<file path="config.mk">
export PLATFORM = sky130hd
export DESIGN_NAME = dma_rpt
export DESIGN_NICKNAME = d
export VERILOG_FILES = /design/src/rtl/dma_rpt.sv
export SDC_FILE = /design/constraint.sdc
export NUM_CORES = 1
export LEC_CHECK = 0
export BUFFER_PORTS_ARGS = -buffer_cell sky130_fd_sc_hd__buf_2
export CORE_MARGIN = 2
export CORE_UTILIZATION = 41
export CTS_CLUSTER_DIAMETER = 30
export CTS_CLUSTER_SIZE = 30
export DETAILED_ROUTE_END_ITERATION = 16
export PLACE_DENSITY_LB_ADDON = 0.25
export SYNTH_ARGS = -nofsm -noshare
export SYNTH_HDL_FRONTEND = slang
export SYNTH_SLANG_ARGS = --single-unit
</file>
<file path="constraint.sdc">
create_clock -name clk -period 2.1 [get_ports clk]
set_input_delay 0.21 -clock clk [delete_from_list [all_inputs] [get_ports clk]]
set_output_delay 0.21 -clock clk [all_outputs]
set_load 0.02 [all_outputs]
</file>
<file path="src/rtl/dma_rpt.sv">
module dma_rpt #(
  parameter int AW = 20,
  parameter int DW = 16,
  parameter int CW = 16
) (
  input  logic          clk,
  input  logic          rst_n,
  input  logic          reg_we,
  input  logic [2:0]    reg_addr,
  input  logic [AW-1:0] reg_wdata,
  input  logic          ext_req,
  input  logic          irq_ack,
  output logic [AW-1:0] bus_addr,
  output logic          bus_rd,
  output logic          bus_wr,
  output logic          bus_word,
  output logic [DW-1:0] bus_wdata,
  input  logic [DW-1:0] bus_rdata,
  output logic          busy,
  output logic          irq,
  output logic [CW-1:0] cur_count
);
  localparam int HW = DW / 2;

  typedef enum logic [1:0] {S_IDLE, S_RD, S_WR, S_DUM} st_t;
  st_t st;

  logic [AW-1:0] src_q, dst_q, ptr_q;
  logic [CW-1:0] rld_q, cnt_q;
  logic [DW-1:0] dat_q;
  logic [1:0]    mode_q;
  logic en_q, word_q, swtrg_q, fresh_q, pend_q, irq_q;

  wire wr_ctl  = reg_we && reg_addr == 3'd3;
  wire sw_hit  = reg_we && reg_addr == 3'd4 && reg_wdata[0] && swtrg_q;
  wire ext_hit = ext_req && !swtrg_q;
  wire irq_clr = irq_ack || (reg_we && reg_addr == 3'd5 && !reg_wdata[0]);
  wire start   = st == S_IDLE && en_q && pend_q;
  wire under   = st == S_WR && cnt_q == '0;
  wire inc_src = mode_q == 2'd0;
  wire inc_dst = mode_q == 2'd1;
  wire [AW-1:0] base = inc_dst ? dst_q : src_q;
  wire [AW-1:0] step = word_q ? AW'(2) : AW'(1);

  always_ff @(posedge clk or negedge rst_n) begin
    if (!rst_n) begin
      src_q <= '0; dst_q <= '0; rld_q <= '0;
      en_q <= 1'b0; word_q <= 1'b0; mode_q <= 2'd0; swtrg_q <= 1'b0;
    end else if (reg_we) begin
      case (reg_addr)
        3'd0: src_q <= reg_wdata;
        3'd1: dst_q <= reg_wdata;
        3'd2: rld_q <= reg_wdata[CW-1:0];
        3'd3: begin
          en_q    <= reg_wdata[0];
          word_q  <= reg_wdata[1];
          mode_q  <= reg_wdata[3:2];
          swtrg_q <= reg_wdata[4];
        end
        default: ;
      endcase
    end
  end

  always_ff @(posedge clk or negedge rst_n) begin
    if (!rst_n) begin
      pend_q  <= 1'b0;
      fresh_q <= 1'b0;
      irq_q   <= 1'b0;
    end else begin
      pend_q  <= (pend_q && !start) || sw_hit || ext_hit;
      fresh_q <= (fresh_q && !start) || under || (wr_ctl && reg_wdata[0] && !en_q);
      irq_q   <= under || (irq_q && !irq_clr);
    end
  end

  always_ff @(posedge clk or negedge rst_n) begin
    if (!rst_n) begin
      st    <= S_IDLE;
      cnt_q <= '0;
      ptr_q <= '0;
      dat_q <= '0;
    end else begin
      case (st)
        S_IDLE: if (start) begin
          st <= S_RD;
          if (fresh_q) begin
            cnt_q <= rld_q;
            ptr_q <= base;
          end
        end
        S_RD: begin
          st    <= S_WR;
          dat_q <= word_q ? bus_rdata : {{(DW-HW){1'b0}}, bus_rdata[HW-1:0]};
        end
        S_WR: begin
          st    <= S_DUM;
          cnt_q <= cnt_q - 1'b1;
          if (inc_src || inc_dst) ptr_q <= ptr_q + step;
        end
        default: st <= S_IDLE;
      endcase
    end
  end

  assign bus_rd    = st == S_RD;
  assign bus_wr    = st == S_WR;
  assign bus_addr  = bus_rd ? (inc_dst ? src_q : ptr_q) :
                     bus_wr ? (inc_dst ? ptr_q : dst_q) : '0;
  assign bus_wdata = bus_wr ? dat_q : '0;
  assign bus_word  = word_q;
  assign busy      = st != S_IDLE;
  assign irq       = irq_q;
  assign cur_count = cnt_q;
endmodule

</file>
* After elaboration in Yosys (flattened, before gate mapping)
Cells that the tools add are included.
W data, S select, Z words.
** Storage, ports and cells
- Memory bits (writable) :: 0
- Output and inout port bits :: 57
- Bits in registers :: 118
- Bits of input ports :: 44
- Memory bits (read-only) :: 0
- Logic and storage cells :: 83
- Memories :: 0
- Bits in latches :: 0
** Cells by class
- $lt $le $gt $ge :: 0
- Equal/unequal tests :: 11
- Mux-type cells :: 17
- Add/sub/neg operators :: 2
- Bitwise operators :: 0
- Shift-type cells :: 0
- Div/mod/pow operators :: 0
- Multipliers :: 0
- Reductions and logical operators :: 39
** Operators with widths (number)
- $mux W20 :: 8
- $mux W16 :: 4
- $pmux W20 S2 :: 1
- $pmux W16 S2 :: 1
- $add A20 B2 Y20 :: 1
- $logic_not A16 Y1 :: 1
- $sub A16 B1 Y16 const B :: 1
- $logic_and A1 B1 Y1 :: 15
- $reduce_and A2 Y1 :: 4
- $logic_or A1 B1 Y1 :: 7
- $eq A3 B2 Y1 const B :: 2
- $eq A3 B3 Y1 const B :: 2
- $pmux W2 S3 :: 1
- $logic_not A1 Y1 :: 5
- $eq A2 B1 Y1 const B :: 2
- $logic_not A2 Y1 :: 2
- $mux W2 :: 2
- $ne A2 B2 Y1 const B :: 2
- $reduce_and A4 Y1 :: 1
- $reduce_bool A2 Y1 :: 2
- $eq A3 B1 Y1 const B :: 1
- $logic_not A3 Y1 :: 1
- $reduce_and A3 Y1 :: 1
- $eq A2 B2 Y1 const B :: 1
- $ne A2 B1 Y1 const B :: 1

* Logic depth before layout (Yosys ltp)
Gate-level depths: netlist of the first run.
- Word-level depth :: 7
- Gate-level depth with buffers :: 9
- Mapped depth without buffers :: 9

* Worst setup path before layout of the first run
No wires, ideal clock.
- Path type :: register to register
- Start :: register word_q, in the netlist bus_word
- End :: register ptr_q[14]
- Library setup time :: 137 ps
- Path slack :: -284 ps
- Data required time :: 1963 ps
- Data arrival time :: 2247 ps
- Clock period less this slack :: 2384 ps
- Buffers on the path :: 0
- Stages on the path, launching flop included :: 10
- Path through :: dfrtp_1 inv_1 ha_1 inv_1 fa_1 nand3b_2 nor3_1 and4_2 mux2i_1 a21oi_1
** On the way
- Cells in the longest elaborated chain, start to end :: 4
** RTL lines
- start, declared :: line 32 : logic en_q, word_q, swtrg_q, fresh_q, pend_q, irq_q;
- start signal, assigned :: line 56 : word_q <= reg_wdata[1];
- $mux W2 :: line 43 : wire [AW-1:0] step = word_q ? AW'(2) : AW'(1);
- $add A20 B2 Y20 :: line 99 : if (inc_src || inc_dst) ptr_q <= ptr_q + step;
- $mux W20 :: line 99
- $pmux W20 S2 :: line 84 : case (st)
- end signal, assigned :: line 89 : ptr_q <= base;
- end signal, assigned :: line 99
- end, declared :: line 28 : logic [AW-1:0] src_q, dst_q, ptr_q;
Every way passes these cells. The select of a mux whose other input is x is not followed.
A chain may end at the register's enable or synchronous reset.

* Worst setup path after layout of the first run
- Start :: register st[1]
- End :: output port bus_addr[8]
** On the way
- Cells in the longest elaborated chain, start to end :: 3
- Elaborated cells between the ends (all ways) :: 4
- Classes of those cells :: eq/ne: 2; mux: 2
** RTL lines
- start, declared :: line 26 : st_t st;
- start signal, assigned :: line 79 : st <= S_IDLE;
- start signal, assigned :: line 86 : st <= S_RD;
- start signal, assigned :: line 93 : st <= S_WR;
- $eq A2 B2 Y1 :: line 107 : assign bus_wr = st == S_WR;
- $mux W20 :: line 109 : bus_wr ? (inc_dst ? ptr_q : dst_q) : '0;
- $mux W20 (*) :: line 108 : assign bus_addr = bus_rd ? (inc_dst ? src_q : ptr_q) :
- end, declared :: line 13 : output logic [AW-1:0] bus_addr,
Mark *: on every way between the ends. The rest lies on a longest branch, timed or not.

==> flow_summary.yaml, run 1 <==
status:
  status: "finished, violations left"
  violations: "setup timing"
setup_path:
  crit_path_start_kind: "flop"
  r2r_end: "ptr_q[14]"
  end_kind: "output port"
  path_buf_inv: 3
  r2r_setup_slack_ns: 0.02
  crit_fanout: 5
  critPathKind: "flop to output port"
  worstPathArrival_ns: 2.02
  cp_top_family: "compound AO/OA/AOI/OAI gates"
  required_ns: 1.89
  slowest_stage: "dfrtp_2"
  critical-path-max-stage-delay_ns: 0.44
  crit_start: "st[1]"
  path_cells: "inv_2 > ha_4 > nand2b_4 > o21ai_4 > a222oi_1 > inv_1 > buf_6"
  rr_worst_depth: 9
  reg2reg_from: "bus_word"
global_route:
  antenna_found_initial: 0
  grt.overflow.total: 0
  grt_pass1_vias: 5494
  grt_pass1_wl_um: 28550
  track_usage: 0.2208
  grt_max_degree: 49
worst_hold_path:
  hp-class: "input port to flop"
  whs_endpoint: "dat_q[14]"
  min_path_cells: 3
  min_from: "bus_rdata[14]"
logic_synthesis:
  synth.most_common_cell: "dfrtp_1"
  yosysUniqueCellTypes: 53
  synth_ff_type: "dfrtp_1"
  synth_area_um2: 6380
  synth_edf_count: 0
  yosys_warnings: 0
  syn_inst: 675
  synth_top_area_cell: "dfrtp_1"
  synth_common_cells: "dfrtp_1, nand2_1, nor2_1"
  ys_ff_latch: 118
  synthArstFlopShare: 1.000
  post-synth-top-area-fraction: 0.4628
  post_synth.cell_area_avg_um2: 9.452
  ys_top_cells_by_area: "dfrtp_1, mux2_2, nand2_1"
  ys_seq_area_frac: 0.4628
  syn-num-nets: 727
floorplan:
  initial_core_util: 0.4197
  fp.dieH_um: 128.7
  dieArea_um2: 16570
  core_area_um2: 15200
  placementRows: 45
  die_w_um: 128.7
  ioPinCount: 101
drt:
  dr.first_iter.drc_count: 523
  viasPerCell: 5.715
  drc: 0
  ant_nets: 0
  drt-met1-wl_um: 8018
  dr_total_vias: 5692
  drt-wirelength-per-cell_um: 18.27
  drt_pre_antenna_iters: 8
  routed.top_layer: "met4"
  wl_met3_um: 1286
  wl_met2_um: 8566
  wirelength_um: 18200
clock_tree:
  clock_path_buffers: 2
  cts_tree: "built"
  cts_buffers: 17
  numClockSinks: 118
  insertion_delay_ns: 0.41
  clk_pin_slew_ns: 0.05
  cts-root-buf: "clkbuf_16"
  htreeDepth: 4
cells_and_area:
  fin_cells: 996
  drive_above_1_share: 0.3527
  insertedDiodeCount: 0
  syn_to_final_growth_pct: 31.18
  stdcell_area_um2: 8369
  fin_nets: 848
pwr:
  power_density_nw_per_um2: 1581
  p_int_uw: 7927
  ir_worst_vdd_mv: 0.8197
  pwr-share-clk: 0.244
  pwr-share-seq: 0.303
  power_frac_comb: 0.453
  switching_power_uw: 5309
  p_sw_frac: 0.4011
  power.leakage_uw: 0.003897
timing:
  fin_crit_ns: 2.226
  skew_ns: 0.005122
  setup_violations: 18
  slew_headroom: 0.6217
  fin_crit_sh: 1.060
  hold_viol: 0
  max_freq_mhz: 449.3
  timing.hold.ws_ns: 0.01235
  slew_viol_final: 0
  rsz0062_at_grt: "true"
  tightest_slew_ns: 0.5674
  fin_ws_ns: -0.1257
  fin_setup_tns_ns: -0.9820
place:
  place_congestion: 0.8841
  placed_area_um2: 7216
  numPortBuffers: 100
  dpl.hpwl_um: 11910
  dp.cells: 946
job:
  max_cap_viol_count: 0
timing repair:
item	CTS	global route
endpoints found under the hold margin	36	0
resized for setup	31	53
setup endpoints to repair	27	33
hold buffers	2	0
buffers inserted	3	9
pin swaps	9	7
gates cloned	1	4
cell type report:
| type | instances | area, µm² |
|---|---|---|
| Tap cell | 188 | 235.2 |
| Clock inverter | 9 | 170.2 |
| Inverter | 30 | 112.6 |
| Sequential cell | 118 | 2959 |
| Clock buffer | 22 | 494.2 |
| Multi-Input combinational cell | 487 | 3308 |
| Timing Repair Buffer | 142 | 1090 |
| Fill cell | 1312 | 6833 |
tightest hold or removal path: cells and delay by family:
| family | cells | cell delay [ns] |
|---|---|---|
| buffers and inverters | 1 | 0.08 |
| AOI/OAI and AO/OA | 1 | 0.06 |
| and+or+nand+nor | 1 | 0.03 |
cell usage in the layout (no fill, tap or decap), types with 15 or more instances in the layout:
master	synthesis	layout
dfrtp_1	118	113
nand2_1	110	109
buf_2	21	82
mux2_2	64	64
nor2_1	66	62
a21oi_1	46	46
buf_4	3	37
inv_1	30	26
o22ai_1	26	26
mux2i_1	24	24
o21ai_0	34	24
clkbuf_16	0	20
nand3_1	16	15
through the flow:
step / setup WS, ns / util / total power [µW]
4_1_cts: -0.1131 / 0.5288 / 12760
3_5_place_dp: -0.1515 / 0.4747 / 9217
6_report: -0.1257 / 0.5505 / 13240
5_1_grt: -0.2252 / 0.5505 / 14020
3_3_place_gp: -0.06867 / 0.4747 / 9027
2_1_floorplan: 0.03641 / - / 7513
registers in the layout, indices dropped and copies added, names as in the netlist:
name / flops
dst_q: 20
ptr_q: 20
src_q: 20
cur_count: 16
dat_q: 16
rld_q: 16
mode_q: 2
st: 2
bus_word: 1
en_q: 1
fresh_q: 1
irq: 1
pend_q: 1
swtrg_q: 1
layer usage:
| layer | global-route usage | up-vias |
|---|---|---|
| li1 | - | 2627 |
| met2 | 0.3536 | 235 |
| met4 | 0.06266 | 0 |
| met1 | 0.2968 | 2805 |
| met5 | 0 | - |
| met3 | 0.05863 | 25 |
logic make-up (layout without fill, tap and decap cells):
family	Yosys count	count (layout)	share of synthesized area
buffers and inverters	72	203	0.04864
DFF	118	118	0.4628
and+or+nand+nor	254	255	0.1914
muxes	89	89	0.1528
adders and majority gates	8	8	0.01687
AOI/OAI and AO/OA	134	135	0.1275
power groups by stage:
stage / Clock [µW] / Combinational [µW] / Sequential (µW)
finish: 3230 / 5990 / 4020
global route: 3390 / 6500 / 4140
CTS: 3280 / 5510 / 3970
detailed placement: 0 / 5240 / 3980
global placement: 0 / 5090 / 3930
floorplan: 0 / 3660 / 3850
worst max path at each step:
stage | endpoint | slack (ns) | depth (start not counted)
CTS | bus_addr[8] | -0.11 | 8
finish | bus_addr[8] | -0.13 | 7
detailed placement | bus_addr[8] | -0.15 | 7
global route | bus_addr[8] | -0.23 | 7
global placement | bus_addr[2] | -0.07 | 7
floorplan | ptr_q[14] | 0.04 | 9
(Power assumes the default switching activity.)
==> run 2: changes to the inputs <==
--- a/config.mk
+++ b/config.mk
@@ -12,6 +12,7 @@
 export CTS_CLUSTER_SIZE = 30
 export DETAILED_ROUTE_END_ITERATION = 16
 export PLACE_DENSITY_LB_ADDON = 0.25
+export RECOVER_POWER = 50
 export SYNTH_ARGS = -nofsm -noshare
 export SYNTH_HDL_FRONTEND = slang
 export SYNTH_SLANG_ARGS = --single-unit
==> run 2 against run 1 <==
The run still ends with setup timing left. Sequential share of layout area grew 0.13 points. Clock skew about the same. Cell count did not move. Via count fell by 0.26%. Critical path depth stayed put. Routed wire length down 0.19%. Clock power hardly changed. Critical path type unchanged. Fmax shrank 2.4%. Core utilization is 0.21 points lower. Highest routed layer unchanged.
==> flow_summary.yaml, run 2 (synthesized netlist as in run 1, its figures left out) <==
status:
  status: "finished, violations left"
  violations: "setup timing"
clock_tree:
  htreeDepth: 4
  clock_path_buffers: 2
  insertion_delay_ns: 0.41
  cts_buffers: 17
  clk_pin_slew_ns: 0.05
  cts-root-buf: "clkbuf_16"
  numClockSinks: 118
  cts_tree: "built"
setup_path:
  rr_worst_depth: 9
  r2r_end: "ptr_q[14]"
  crit_fanout: 5
  endpoint: "bus_addr[8]"
  required_ns: 1.89
  reg2reg_from: "bus_word"
  r2r_setup_slack_ns: 0.02
  critPathKind: "flop to output port"
  crit_start: "st[1]"
  end_kind: "output port"
  crit_path_start_kind: "flop"
  worstPathArrival_ns: 2.07
pwr:
  power_uw: 13240
  ir_worst_vdd_mv: 0.8167
  p_int_uw: 7921
  p_sw_frac: 0.4016
  switching_power_uw: 5316
  power.leakage_uw: 0.003882
  pwr-share-seq: 0.303
  pwr-share-clk: 0.244
  power_density_nw_per_um2: 1588
  power_frac_comb: 0.453
global_route:
  antenna_found_initial: 0
  track_usage: 0.2208
  grt_max_degree: 49
  grt_pass1_wl_um: 28550
  grt.overflow.total: 0
  grt_pass1_vias: 5494
drt:
  drc: 0
  viasPerCell: 5.700
  dr.first_iter.drc_count: 489
  drt_pre_antenna_iters: 7
  dr_total_vias: 5677
  drt-wirelength-per-cell_um: 18.24
  ant_nets: 0
  wirelength_um: 18160
cells_and_area:
  fin_cells: 996
  finalCoreUtilization: 0.5485
  final_cell_mix: "dfrtp_1, nand2_1, buf_2"
  mostFrequentLayoutCell: "dfrtp_1"
  fin_nets: 848
  largest_registers: "dst_q x20, ptr_q x20, src_q x20"
  insertedDiodeCount: 0
  drive_above_1_share: 0.3515
  syn_to_final_growth_pct: 30.69
place:
  dp.cells: 946
  place_congestion: 0.8841
  dpl.hpwl_um: 11910
  post-place-ws_ns: -0.1515
  numPortBuffers: 100
timing:
  fin_crit_sh: 1.086
  tightest_slew_ns: 1.033
  max_freq_mhz: 438.5
  skew_ns: 0.004882
  rsz0062_at_grt: "true"
  slew_headroom: 0.3110
  timing.hold.ws_ns: 0.01442
  fin_ws_ns: -0.1806
  setup_violations: 18
  slew_viol_final: 0
  hold_viol: 0
  fin_crit_ns: 2.281
floorplan:
  die_w_um: 128.7
  initial_core_util: 0.4197
  ioPinCount: 101
  core_area_um2: 15200
  dieArea_um2: 16570
  placementRows: 45
  fp.dieH_um: 128.7
worst_hold_path:
  hp-class: "input port to flop"
job:
  max_cap_viol_count: 0
-- run 2: changes by cell type in the layout (fill, tap and decap cells not counted), sizes merged --
cell,before,now
clkbuf,25,30
buf,137,132
-- run 2: how the worst min path moves through the flow --
stage,startpoint,to,cells after the start
finish,bus_rdata[14],dat_q[14],3
global route,bus_rdata[15],dat_q[15],3
CTS,bus_rdata[11],dat_q[11],3
detailed placement,rst_n,cur_count[5],1
global placement,rst_n,cur_count[5],1
floorplan,rst_n,bus_word,0
-- run 2: area by class of cell --
| type | count | area [µm²] |
|---|---|---|
| fill | 1317 | 6864 |
| inverter | 30 | 112.6 |
| sequential | 118 | 2959 |
| clock inverter | 9 | 170.2 |
| clock buffer | 22 | 494.2 |
| multi-input combinational | 487 | 3308 |
| tap | 188 | 235.2 |
| timing repair buffer | 142 | 1059 |
-- run 2: per-stage QoR --
| stage | area (µm²) | setup TNS, ns |
|---|---|---|
| after CTS | 8039 | -0.7390 |
| after global routing | 8338 | -3.207 |
| after floorplan | 6407 | 0 |
| after detailed placement | 7216 | -1.309 |
| final | 8338 | -1.093 |
| after global placement | 7216 | -0.5387 |
-- run 2: power by group through the flow --
| stage | Clock, µW | Sequential [µW] | Combinational [µW] |
|---|---|---|---|
| floorplan | 0 | 3850 | 3660 |
| global placement | 0 | 3930 | 5090 |
| detailed placement | 0 | 3980 | 5240 |
| CTS | 3280 | 3970 | 5510 |
| global route | 3390 | 4140 | 6490 |
| finish | 3230 | 4010 | 5990 |
-- run 2: per-layer routing --
metal  vias to the layer above  track usage  routed length [µm]
li1                       2622            -                   -
met1                      2798       0.2968                8017
met2                       233       0.3536                8546
met3                        24      0.05863                1291
met4                         0      0.06266                 310
met5                         -            0                   0
-- run 2: what timing repair did --
action,CTS,global route
gates resized for setup,31,53
setup endpoints to repair,27,33
setup buffers,3,9
gates cloned,1,4
endpoints found under the hold margin,36,0
pin swaps,9,7
hold buffers,2,0
-- run 2: worst max-delay path, stage by stage, from the launching register on --
cell and delay (ns):
dfrtp_2 0.44, inv_2 0.10, ha_4 0.13, nand2b_4 0.19
o21ai_4 0.11, a222oi_1 0.44, inv_1 0.10, buf_6 0.15
